File: src/rtl/dma_ll_pkg.sv
package dma_ll_pkg;
  typedef enum logic [2:0] {
    ST_IDLE,
    ST_LAUNCH,
    ST_MOVE,
    ST_SEGEND,
    ST_FETCH
  } ch_state_t;

  localparam int unsigned DESC_WORDS = 4;
  localparam int unsigned SEL_W      = 3;

  localparam logic [SEL_W-1:0] SEL_SRC = 3'd0;
  localparam logic [SEL_W-1:0] SEL_DST = 3'd1;
  localparam logic [SEL_W-1:0] SEL_NXT = 3'd2;
  localparam logic [SEL_W-1:0] SEL_CTL = 3'd3;
  localparam logic [SEL_W-1:0] SEL_CFG = 3'd4;
endpackage

File: src/rtl/dma_ll_rst_sync.sv
module dma_ll_rst_sync (
  input  logic clk,
  input  logic rst_n,
  output logic rst_sync_n
);
  logic [1:0] sr_q;
  logic [1:0] sr_d;

  always_comb begin
    sr_d = {sr_q[0], 1'b1};
  end

  always_ff @(posedge clk or negedge rst_n) begin
    if (!rst_n) sr_q <= '0;
    else        sr_q <= sr_d;
  end

  assign rst_sync_n = sr_q[1];
endmodule

File: src/rtl/dma_ll_regs.sv
module dma_ll_regs
  import dma_ll_pkg::*;
#(
  parameter int unsigned W = 32,
  localparam int unsigned IDXW = $clog2(DESC_WORDS)
) (
  input  logic                            clk,
  input  logic                            rst_n,
  input  logic                            sw_we,
  input  logic [SEL_W-1:0]                sw_sel,
  input  logic [W-1:0]                    sw_data,
  input  logic                            sw_allow,
  input  logic                            ld_we,
  input  logic [IDXW-1:0]                 ld_idx,
  input  logic [W-1:0]                    ld_data,
  input  logic                            clr_en,
  output logic [DESC_WORDS-1:0][W-1:0]    desc_o,
  output logic                            en_o
);
  logic sw_take;
  assign sw_take = sw_we & sw_allow;

  for (genvar g = 0; g < DESC_WORDS; g++) begin : g_word
    logic         wr_sw;
    logic         wr_ld;
    logic         word_we;
    logic [W-1:0] word_d;
    logic [W-1:0] word_q;

    always_comb begin
      wr_sw   = sw_take & (sw_sel == SEL_W'(g));
      wr_ld   = ld_we & (ld_idx == IDXW'(g));
      word_we = wr_sw | wr_ld;
      word_d  = wr_ld ? ld_data : sw_data;
    end

    always_ff @(posedge clk or negedge rst_n) begin
      if (!rst_n)       word_q <= '0;
      else if (word_we) word_q <= word_d;
    end

    assign desc_o[g] = word_q;
  end

  logic en_q;
  logic en_d;
  logic en_we;
  logic cfg_wr;

  always_comb begin
    cfg_wr = sw_take & (sw_sel == SEL_CFG);
    en_we  = cfg_wr | clr_en;
    en_d   = cfg_wr ? sw_data[0] : 1'b0;
  end

  always_ff @(posedge clk or negedge rst_n) begin
    if (!rst_n)     en_q <= 1'b0;
    else if (en_we) en_q <= en_d;
  end

  assign en_o = en_q;
endmodule

File: src/rtl/dma_ll_fetch.sv
module dma_ll_fetch
  import dma_ll_pkg::*;
#(
  parameter int unsigned W = 32,
  localparam int unsigned IDXW = $clog2(DESC_WORDS),
  localparam int unsigned BSH  = $clog2(W / 8)
) (
  input  logic            clk,
  input  logic            rst_n,
  input  logic            go,
  input  logic [W-1:0]    base,
  output logic            rd_req,
  output logic [W-1:0]    rd_addr,
  input  logic            rd_ack,
  input  logic            rd_err,
  output logic            ld_we,
  output logic [IDXW-1:0] ld_idx,
  output logic            last,
  output logic            err
);
  localparam logic [IDXW-1:0] LAST_IDX = IDXW'(DESC_WORDS - 1);

  logic            act_q, act_d;
  logic [IDXW-1:0] idx_q, idx_d;
  logic [W-1:0]    base_q;
  logic            step;

  always_comb begin
    step  = act_q & rd_ack;
    act_d = act_q;
    idx_d = idx_q;
    if (go) begin
      act_d = 1'b1;
      idx_d = '0;
    end else if (step) begin
      if (rd_err || idx_q == LAST_IDX) act_d = 1'b0;
      else                              idx_d = idx_q + 1'b1;
    end
  end

  always_ff @(posedge clk or negedge rst_n) begin
    if (!rst_n) begin
      act_q <= 1'b0;
      idx_q <= '0;
    end else begin
      act_q <= act_d;
      idx_q <= idx_d;
    end
  end

  always_ff @(posedge clk or negedge rst_n) begin
    if (!rst_n)  base_q <= '0;
    else if (go) base_q <= base;
  end

  assign rd_req  = act_q;
  assign rd_addr = base_q + (W'(idx_q) << BSH);
  assign ld_we   = step & ~rd_err;
  assign ld_idx  = idx_q;
  assign last    = ld_we & (idx_q == LAST_IDX);
  assign err     = step & rd_err;
endmodule

File: src/rtl/dma_ll_ctrl.sv
module dma_ll_ctrl
  import dma_ll_pkg::*;
(
  input  logic clk,
  input  logic rst_n,
  input  logic en,
  input  logic cnt_zero,
  input  logic nxt_zero,
  input  logic irq_req,
  input  logic mv_done,
  input  logic fetch_last,
  input  logic fetch_err,
  output logic mv_start,
  output logic tc_irq,
  output logic err_irq,
  output logic clr_en,
  output logic fetch_go,
  output logic in_idle
);
  ch_state_t st_q, st_d;

  always_comb begin
    st_d     = st_q;
    mv_start = 1'b0;
    tc_irq   = 1'b0;
    err_irq  = 1'b0;
    clr_en   = 1'b0;
    fetch_go = 1'b0;
    unique case (st_q)
      ST_IDLE: begin
        if (en) st_d = ST_LAUNCH;
      end
      ST_LAUNCH: begin
        if (cnt_zero) begin
          st_d = ST_SEGEND;
        end else begin
          mv_start = 1'b1;
          st_d     = ST_MOVE;
        end
      end
      ST_MOVE: begin
        if (mv_done) st_d = ST_SEGEND;
      end
      ST_SEGEND: begin
        tc_irq = irq_req;
        if (nxt_zero) begin
          clr_en = 1'b1;
          st_d   = ST_IDLE;
        end else begin
          fetch_go = 1'b1;
          st_d     = ST_FETCH;
        end
      end
      ST_FETCH: begin
        if (fetch_err) begin
          err_irq = 1'b1;
          clr_en  = 1'b1;
          st_d    = ST_IDLE;
        end else if (fetch_last) begin
          st_d = ST_LAUNCH;
        end
      end
      default: st_d = ST_IDLE;
    endcase
  end

  always_ff @(posedge clk or negedge rst_n) begin
    if (!rst_n) st_q <= ST_IDLE;
    else        st_q <= st_d;
  end

  assign in_idle = (st_q == ST_IDLE);
endmodule

File: src/rtl/dma_ll_channel.sv
module dma_ll_channel
  import dma_ll_pkg::*;
#(
  parameter int unsigned W       = 32,
  parameter int unsigned CNT_W   = 12,
  parameter int unsigned IRQ_BIT = 31
) (
  input  logic             clk,
  input  logic             rst_n,
  input  logic             sw_we,
  input  logic [SEL_W-1:0] sw_sel,
  input  logic [W-1:0]     sw_data,
  output logic             rd_req,
  output logic [W-1:0]     rd_addr,
  input  logic             rd_ack,
  input  logic [W-1:0]     rd_data,
  input  logic             rd_err,
  output logic             mv_start,
  output logic [W-1:0]     mv_src,
  output logic [W-1:0]     mv_dst,
  output logic [CNT_W-1:0] mv_count,
  input  logic             mv_done,
  output logic             tc_irq,
  output logic             err_irq,
  output logic             busy
);
  localparam int unsigned IDXW = $clog2(DESC_WORDS);

  logic                         rst_s_n;
  logic [DESC_WORDS-1:0][W-1:0] desc;
  logic                         en;
  logic                         ld_we;
  logic [IDXW-1:0]              ld_idx;
  logic                         f_last;
  logic                         f_err;
  logic                         clr_en;
  logic                         f_go;
  logic                         in_idle;
  logic [W-1:0]                 ctl_word;

  dma_ll_rst_sync u_rst (
    .clk        (clk),
    .rst_n      (rst_n),
    .rst_sync_n (rst_s_n)
  );

  dma_ll_regs #(.W(W)) u_regs (
    .clk      (clk),
    .rst_n    (rst_s_n),
    .sw_we    (sw_we),
    .sw_sel   (sw_sel),
    .sw_data  (sw_data),
    .sw_allow (~busy),
    .ld_we    (ld_we),
    .ld_idx   (ld_idx),
    .ld_data  (rd_data),
    .clr_en   (clr_en),
    .desc_o   (desc),
    .en_o     (en)
  );

  dma_ll_fetch #(.W(W)) u_fetch (
    .clk     (clk),
    .rst_n   (rst_s_n),
    .go      (f_go),
    .base    (desc[SEL_NXT]),
    .rd_req  (rd_req),
    .rd_addr (rd_addr),
    .rd_ack  (rd_ack),
    .rd_err  (rd_err),
    .ld_we   (ld_we),
    .ld_idx  (ld_idx),
    .last    (f_last),
    .err     (f_err)
  );

  assign ctl_word = desc[SEL_CTL];

  dma_ll_ctrl u_ctrl (
    .clk        (clk),
    .rst_n      (rst_s_n),
    .en         (en),
    .cnt_zero   (ctl_word[CNT_W-1:0] == '0),
    .nxt_zero   (desc[SEL_NXT] == '0),
    .irq_req    (ctl_word[IRQ_BIT]),
    .mv_done    (mv_done),
    .fetch_last (f_last),
    .fetch_err  (f_err),
    .mv_start   (mv_start),
    .tc_irq     (tc_irq),
    .err_irq    (err_irq),
    .clr_en     (clr_en),
    .fetch_go   (f_go),
    .in_idle    (in_idle)
  );

  assign mv_src   = desc[SEL_SRC];
  assign mv_dst   = desc[SEL_DST];
  assign mv_count = ctl_word[CNT_W-1:0];
  assign busy     = en | ~in_idle;
endmodule

File: config.mk
export PLATFORM = sky130hd
export DESIGN_NAME = dma_ll_channel
export DESIGN_NICKNAME = d
export VERILOG_FILES = /design/src/rtl/dma_ll_pkg.sv /design/src/rtl/dma_ll_rst_sync.sv /design/src/rtl/dma_ll_regs.sv /design/src/rtl/dma_ll_fetch.sv /design/src/rtl/dma_ll_ctrl.sv /design/src/rtl/dma_ll_channel.sv
export SDC_FILE = /design/constraint.sdc
export NUM_CORES = 1
export LEC_CHECK = 0
export BUFFER_PORTS_ARGS = -buffer_cell sky130_fd_sc_hd__buf_2
export CAP_MARGIN = 20
export CORE_MARGIN = 1.5
export CORE_UTILIZATION = 45
export CTS_BUF_LIST = sky130_fd_sc_hd__clkbuf_16
export DETAILED_ROUTE_END_ITERATION = 8
export PLACE_DENSITY = 0.75
export SLEW_MARGIN = 20
export SYNTH_ARGS = -nofsm -noshare
export SYNTH_HDL_FRONTEND = slang
export SYNTH_HIERARCHICAL = 1
export SYNTH_SLANG_ARGS = --single-unit
File: constraint.sdc
create_clock -name clk -period 14.53 [get_ports clk]
set_input_delay 2.906 -clock clk [delete_from_list [all_inputs] [get_ports clk]]
set_output_delay 2.906 -clock clk [all_outputs]
set_load 0.01 [all_outputs]
Word-level counts from Yosys, hierarchy flattened:

Index checks and enable logic that the tools add are counted.

* $add $sub $neg: 2
* reductions and logical operators: 11
* multiplexer cells: 27
* bitwise gates (word level): 22
* eq/ne operators: 15

Operators with widths (number)
* 32-bit two-way mux: 4
* 32-bit by 4-bit adder with 32-bit output: 1
* 32-bit zero test: 1
* 3-bit two-way mux: 5
* 3-bit one-hot mux with 5 select lines: 1
* 1-bit bitwise AND: 13
* 1-bit two-way mux: 13
* 3-bit by 2-bit == test with 1-bit output, second input constant: 4
* 12-bit zero test: 1
* 3-bit by 1-bit == test with 1-bit output, second input constant: 2
* 3-bit == test, second input constant: 2
* 3-bit zero test: 2
* 2-bit two-way mux: 3
* 1-bit OR: 6
* 2-bit == test, second input constant: 2
* 2-bit inequality test, second input constant: 2
* 2-bit AND reduction: 2
* 2-bit nonzero test: 2
* 3-bit inequality test, second input constant: 1
* 1-bit inverter: 3
* 3-bit AND reduction: 1
* 2-bit by 1-bit adder with 2-bit output, second input constant: 1
* 2-bit by 1-bit == test with 1-bit output, second input constant: 1
* 2-bit zero test: 1
* other kinds (3): 3

* word-level logic and storage cells: 87
* output and inout port bits: 113
* register bits after elaboration: 169

Depth between registers and ports, before layout:

Gate-level depths: netlist of run 1.

* depth after elaboration: 7
* depth in mapped cells: 9
* mapped depth without buffers: 6

Hierarchy:

Netlist of run 1, hierarchy kept.

Modules (own cells, without submodules)
* dma_ll_regs: times used 1, area an instance 6283.5 sq um, sequential area each 3228.1 sq um, cells an instance 741
* dma_ll_fetch: times used 1, area an instance 1945.6 sq um, sequential area each 875.8 sq um, cells an instance 165
* dma_ll_ctrl: times used 1, area an instance 222.7 sq um, sequential area each 75.1 sq um, cells an instance 24
* dma_ll_channel: times used 1, area an instance 107.6 sq um, sequential area each 0.0 sq um, cells an instance 17
* dma_ll_rst_sync: times used 1, area an instance 53.8 sq um, sequential area each 50.0 sq um, cells an instance 3

Least setup slack after synthesis of run 1:

OpenSTA, ideal clock, no wires.

* path type: input to output
* from: input port rd_ack
* to: output port err_irq
* data required time: 11.624 ns
* setup slack: 8.361 ns
* arrival time: 3.263 ns
* stages on the path: 2
* path buffers: 0
* path through: and3_1 -> and3_4

* longest elaborated chain between the ends: 4

RTL lines
* start, declared: RTL line dma_ll_channel.sv:15 `input logic rd_ack,`
* 1-bit bitwise AND: RTL line dma_ll_fetch.sv:29 `step = act_q & rd_ack;`
* 1-bit bitwise AND: RTL line dma_ll_fetch.sv:61 `assign err = step & rd_err;`
* 1-bit two-way mux: RTL line dma_ll_ctrl.sv:55 `if (fetch_err) begin`
* 1-bit two-way mux: RTL line dma_ll_ctrl.sv:29 `unique case (st_q)`
* end, declared: RTL line dma_ll_channel.sv:24 `output logic err_irq,`

Every way passes these cells.

Final worst setup path of run 1:

* from: input port rd_err
* to: output port err_irq

* longest elaborated chain between the ends: 3

RTL lines
* start, declared: RTL line dma_ll_channel.sv:17 `input logic rd_err,`
* 1-bit bitwise AND: RTL line dma_ll_fetch.sv:61
* net f_err: RTL line dma_ll_channel.sv:35 `logic f_err;`
* 1-bit two-way mux: RTL line dma_ll_ctrl.sv:55
* 1-bit two-way mux: RTL line dma_ll_ctrl.sv:29

The timed path passes the listed nets, and every way through them passes these cells.

==> flow_summary.json, run 1 <==
{
  "cts_tree": "built",
  "grt_pass1_vias": 7188,
  "vias_per_cell": 6.14,
  "finalHoldViolCount": 0,
  "clk_pin_slew_ps": 60,
  "fillers": 1530,
  "worstPathMaxFanout": 4,
  "pwr-share-comb": 0.350,
  "drv_slew": 0,
  "grt_overflow": 0,
  "status": "complete, no violations",
  "chipWidth_um": 134,
  "num_vias": 7487,
  "io_buffer_count": 185,
  "power_leakage_nw": 4.15,
  "cts.sinks": 150,
  "layoutNonFillerInstCount": 1219,
  "synth_area_sq_um": 7730,
  "startpoint_type": "primary input",
  "power.internal_w": 0.00121,
  "path_delay_family": "simple AND/OR/NAND/NOR gates",
  "setup_viol": 0,
  "antenna_left": 0,
  "synth_warnings": 6,
  "worst-path-buf-inv": 2,
  "vdd_drop_max_mv": 0.0958,
  "register_area_sq_um": 3760,
  "reg2reg_setup_slack_ps": 12050,
  "grt_max_degree": 81,
  "worstMarginPinSlew_ps": 910,
  "p_switching_w": 0.000729,
  "drt-initial-drc-count": 795,
  "cts_setup_buffers": 0,
  "seqPwrFrac": 0.417,
  "grt_usage": 0.282,
  "pwr-share-clk": 0.233,
  "synthCells": 849,
  "cts_hold_buf": 0,
  "area_growth_pct": 20.7,
  "fin_skew_ps": 11.6,
  "remaining_drc_errors": 0,
  "core_region_area_sq_um": 16700,
  "path_cells": "buf_2, and3_1, and3_4, buf_2",
  "cts_buffers": 17,
  "htree_num_levels": 4,
  "post_drt_wl_per_cell_um": 20.5,
  "first_pass_iters": 6,
  "crit_slowest_cell": "and3_1",
  "fin_crit_ps": 6460,
  "slowest_delay_ps": 210,
  "min_path_type": "reg -> async",
  "place_congestion": 0.904,
  "antenna_found_initial": 0,
  "diodes": 0,
  "rows": 47,
  "cp.required_ps": 11620,
  "final_nets": 1064,
  "end_kind": "output pin",
  "multi_input_area_sq_um": 3620,
  "power_density_nw_per_um2": 207,
  "grt_pass1_wl_mm": 39.5,
  "io_pins": 186,
  "rsz0062_at_grt": "false",
  "relSlewSlack": 0.393,
  "period_share": 0.445,
  "cp.arrival_ps": 3550,
  "crit_top_cell": "buf_2",
  "dieArea_sq_um": 18000,
  "clockRootBuffer": "clkbuf_16",
  "clock_latency_ps": 420,
  "wl_mm": 25.0,
  "cts_resized": 0,
  "max_freq_mhz": 155,
  "criticalPathCategory": "in -> out",
  "avgSynthCellArea_sq_um": 9.11,
  "post-dp-hpwl_mm": 16.2,
  "clockBufferDepth": 2,
  "tns_ps": 0,
  "dieHeight_um": 134,
  "switching_share": 0.377,
  "cap_violations": 0,
  "layout-drive-gt1-share": 0.277,
  "synth_nets": 926,
  "dp.cells": 1187,
  "start_util": 0.463
}
-- state kept, by name, summed over array words and instances, names as in the netlist --
| signal | cells |
|---|---|
| u_ctrl/st_q | 3 |
| u_fetch/base_q | 32 |
| u_fetch/ld_idx | 2 |
| u_fetch/rd_req | 1 |
| u_regs/en_o | 1 |
| u_regs/g_word.word_q | 109 |
| u_rst/sr_q | 2 |
-- per-layer routing --
metal	routed length, um	vias up	track usage	part of all wire
met1	10900	3620	0.406	0.44
li1	-	3367	-	-
met5	0	-	0	0
met3	2060	61	0.0491	0.082
met2	11400	439	0.419	0.45
met4	687	0	0.126	0.027
-- per-stage QoR --
step	hold slack, ps	area, sq um	util	power [W]	worst slack (ps)
2_1_floorplan	331	7730	-	0.00118	8360
3_3_place_gp	336	8710	0.522	0.00146	8090
3_5_place_dp	345	8710	0.522	0.00148	8080
4_1_cts	359	9310	0.557	0.00194	8070
5_1_grt	282	9330	0.559	0.00205	8030
6_report	248	9330	0.559	0.00194	8070
-- power by group through the flow --
| stage | clock network, W | registers, W | logic, W |
|---|---|---|---|
| detailed placement | 0 | 0.000810 | 0.000672 |
| CTS | 0.000456 | 0.000806 | 0.000674 |
| global route | 0.000474 | 0.000834 | 0.000743 |
| finish | 0.000451 | 0.000808 | 0.000678 |
| floorplan | 0 | 0.000798 | 0.000385 |
| global placement | 0 | 0.000805 | 0.000650 |
-- path summary, 6_finish.rpt --
path	startpoint	cells after the start	to
worst min register to register	u_rst/sr_q[1]$_DFF_PN0_	0	u_regs/g_word[0].word_q[25]$_DFFE_PN0P_
worst min-delay path	u_rst/sr_q[1]$_DFF_PN0_	0	u_regs/g_word[0].word_q[25]$_DFFE_PN0P_
worst max register to register	u_ctrl/st_q[2]$_DFFE_PN0P_	7	u_regs/g_word[1].word_q[31]$_DFFE_PN0P_
worst max-delay path	rd_err	4	err_irq
min in group clk	u_rst/sr_q[0]$_DFF_PN0_	0	u_rst/sr_q[1]$_DFF_PN0_
max in group asynchronous	rst_n	1	u_rst/sr_q[1]$_DFF_PN0_
-- area by class of cell --
| type | count | area share |
|---|---|---|
| Sequential cell | 150 | 0.403 |
| Multi-Input combinational cell | 612 | 0.388 |
| Timing Repair Buffer | 202 | 0.115 |
| Clock buffer | 17 | 0.0456 |
| Tap cell | 220 | 0.0295 |
| Clock inverter | 14 | 0.0181 |
| Inverter | 4 | 0.00161 |
-- placed cells by master, fill, tap and decap left out, types with 2 or more instances in the layout --
cell type and instances:
buf_2 185, dfrtp_1 149, nor2_1 119, a31oi_1 110
a21oi_1 109, o21ai_1 90, mux2_2 32, xnor2_1 26
o21ai_0 20, clkbuf_16 17, buf_4 16, nand3_1 16
nor4_1 11, nand2_1 11, nand4_1 9, and3_1 7
inv_1 5, bufinv_16 4, and2_1 4, nand3b_1 4
xor2_1 4, nand2b_1 3, clkinv_1 3, clkinv_2 3
a21o_1 3, ha_1 3, clkinvlp_4 2, nor3_1 2
nor2_2 2, mux2i_1 2, and4_1 2, and3b_1 2
No activity file was read; power rests on OpenSTA's default activity.
==> run 2: changes to the inputs <==
Clock period 14.53 ns to 6 ns, I/O delays scaled along.
==> flow_summary.json, run 2 (same netlist as run 1, synthesis figures left out) <==
{
  "power_density_nw_per_um2": 503,
  "remaining_drc_errors": 0,
  "largest_register_ffs": 109,
  "final_cell_mix": "buf_2, dfrtp_1, nor2_1",
  "criticalPathCategory": "reg -> out",
  "rsz0062_at_grt": "false",
  "rows": 47,
  "num_vias": 7486,
  "grt_max_degree": 79,
  "grt_usage": 0.279,
  "place_congestion": 0.919,
  "cp.required_ps": 4800,
  "finalHoldViolCount": 0,
  "start_util": 0.463,
  "final_common_cell": "buf_2",
  "final_nets": 1064,
  "fin_skew_ps": 8.92,
  "dieArea_sq_um": 18000,
  "startpoint_type": "register",
  "end_kind": "output pin",
  "drv_slew": 0,
  "cts_setup_buffers": 0,
  "grt_pass1_wl_mm": 38.9,
  "drt-initial-drc-count": 843,
  "htree_num_levels": 4,
  "clockRootBuffer": "clkbuf_16",
  "min_path_type": "reg -> async",
  "tns_ps": 0,
  "fillers": 1532,
  "layout-drive-gt1-share": 0.277,
  "chipWidth_um": 134,
  "register_area_sq_um": 3760,
  "clk_pin_slew_ps": 60,
  "cap_violations": 0,
  "post-dp-hpwl_mm": 16.2,
  "worstMarginPinSlew_ps": 934,
  "io_buffer_count": 185,
  "reg_top3": "u_regs/g_word.word_q: 109 flops, u_fetch/base_q: 32 flops, u_ctrl/st_q: 3 flops",
  "fin_crit_ps": 4000,
  "relSlewSlack": 0.378,
  "cts_resized": 0,
  "vdd_drop_max_mv": 0.221,
  "period_share": 0.666,
  "wl_mm": 25.0,
  "io_pins": 186,
  "antenna_left": 0,
  "clockBufferDepth": 2,
  "dieHeight_um": 134,
  "clock_latency_ps": 420,
  "setup_viol": 0,
  "grt_overflow": 0,
  "vias_per_cell": 6.14,
  "cts.sinks": 150,
  "diodes": 0,
  "multi_input_area_sq_um": 3620,
  "power_w": 0.00470,
  "power_leakage_nw": 4.15,
  "area_growth_pct": 20.7,
  "status": "complete, no violations",
  "cp.arrival_ps": 2800,
  "largest-register": "u_regs/g_word.word_q",
  "worstPathMaxFanout": 11,
  "cts_tree": "built",
  "core_region_area_sq_um": 16700,
  "first_pass_iters": 7,
  "cts_hold_buf": 0,
  "antenna_found_initial": 0,
  "post_drt_wl_per_cell_um": 20.5,
  "cts_buffers": 17,
  "max_freq_mhz": 250,
  "grt_pass1_vias": 7048
}
-- run 2: path summary, 6_finish.rpt --
kind	start	end	slack [ps]	depth (start not counted)
worst max register to register	u_ctrl/st_q[2]$_DFFE_PN0P_	u_regs/g_word[1].word_q[22]$_DFFE_PN0P_	3380	7
min in group clk	u_rst/sr_q[0]$_DFF_PN0_	u_rst/sr_q[1]$_DFF_PN0_	350	0
max in group asynchronous	u_rst/sr_q[1]$_DFF_PN0_	u_fetch/base_q[7]$_DFFE_PN0P_	4180	2
worst min-delay path	u_rst/sr_q[1]$_DFF_PN0_	u_regs/g_word[0].word_q[22]$_DFFE_PN0P_	250	0
worst max-delay path	u_fetch/ld_idx[0]$_DFFE_PN0P_	rd_addr[28]	2000	7
worst min register to register	u_rst/sr_q[1]$_DFF_PN0_	u_regs/g_word[0].word_q[22]$_DFFE_PN0P_	250	0
-- run 2: critical path: stages, from the launching register on --
cell     delay (ps)
dfrtp_1         580
ha_1            260
fa_1            240
and4_1          270
nor3b_2         510
nand3_1         180
xnor2_1         180
buf_2           160
-- run 2: where the power goes --
part           internal [W]  total, W  switching (W)
combinational      0.000748   0.00163       0.000886
sequential          0.00149   0.00197       0.000475
clock              0.000682   0.00110       0.000414
total               0.00292   0.00470        0.00177
-- run 2: per-layer routing --
| metal | up-vias | GRT usage | share of wire |
|---|---|---|---|
| li1 | 3354 | - | - |
| met1 | 3609 | 0.400 | 0.43 |
| met2 | 454 | 0.412 | 0.45 |
| met3 | 69 | 0.0582 | 0.091 |
| met4 | 0 | 0.116 | 0.029 |
| met5 | - | 0 | 0 |
-- run 2: layout make-up --
type / instances / area share
clock buffers: 17 / 0.0456
clock inverters: 14 / 0.0178
flip-flops and latches: 150 / 0.403
multi-input cells: 612 / 0.388
well taps: 220 / 0.0295
inverters: 4 / 0.00161
repair buffers: 202 / 0.115
-- run 2: metrics by stage --
step	utilization	instances	cell area, sq um	worst slack, ps	hold WS [ps]
CTS	0.557	1218	9300	2030	356
global placement	0.522	1187	8710	2550	338
global route	0.559	1219	9330	1770	284
finish	0.559	1219	9330	2000	253
floorplan	-	849	7730	1510	331
detailed placement	0.522	1187	8710	2490	339
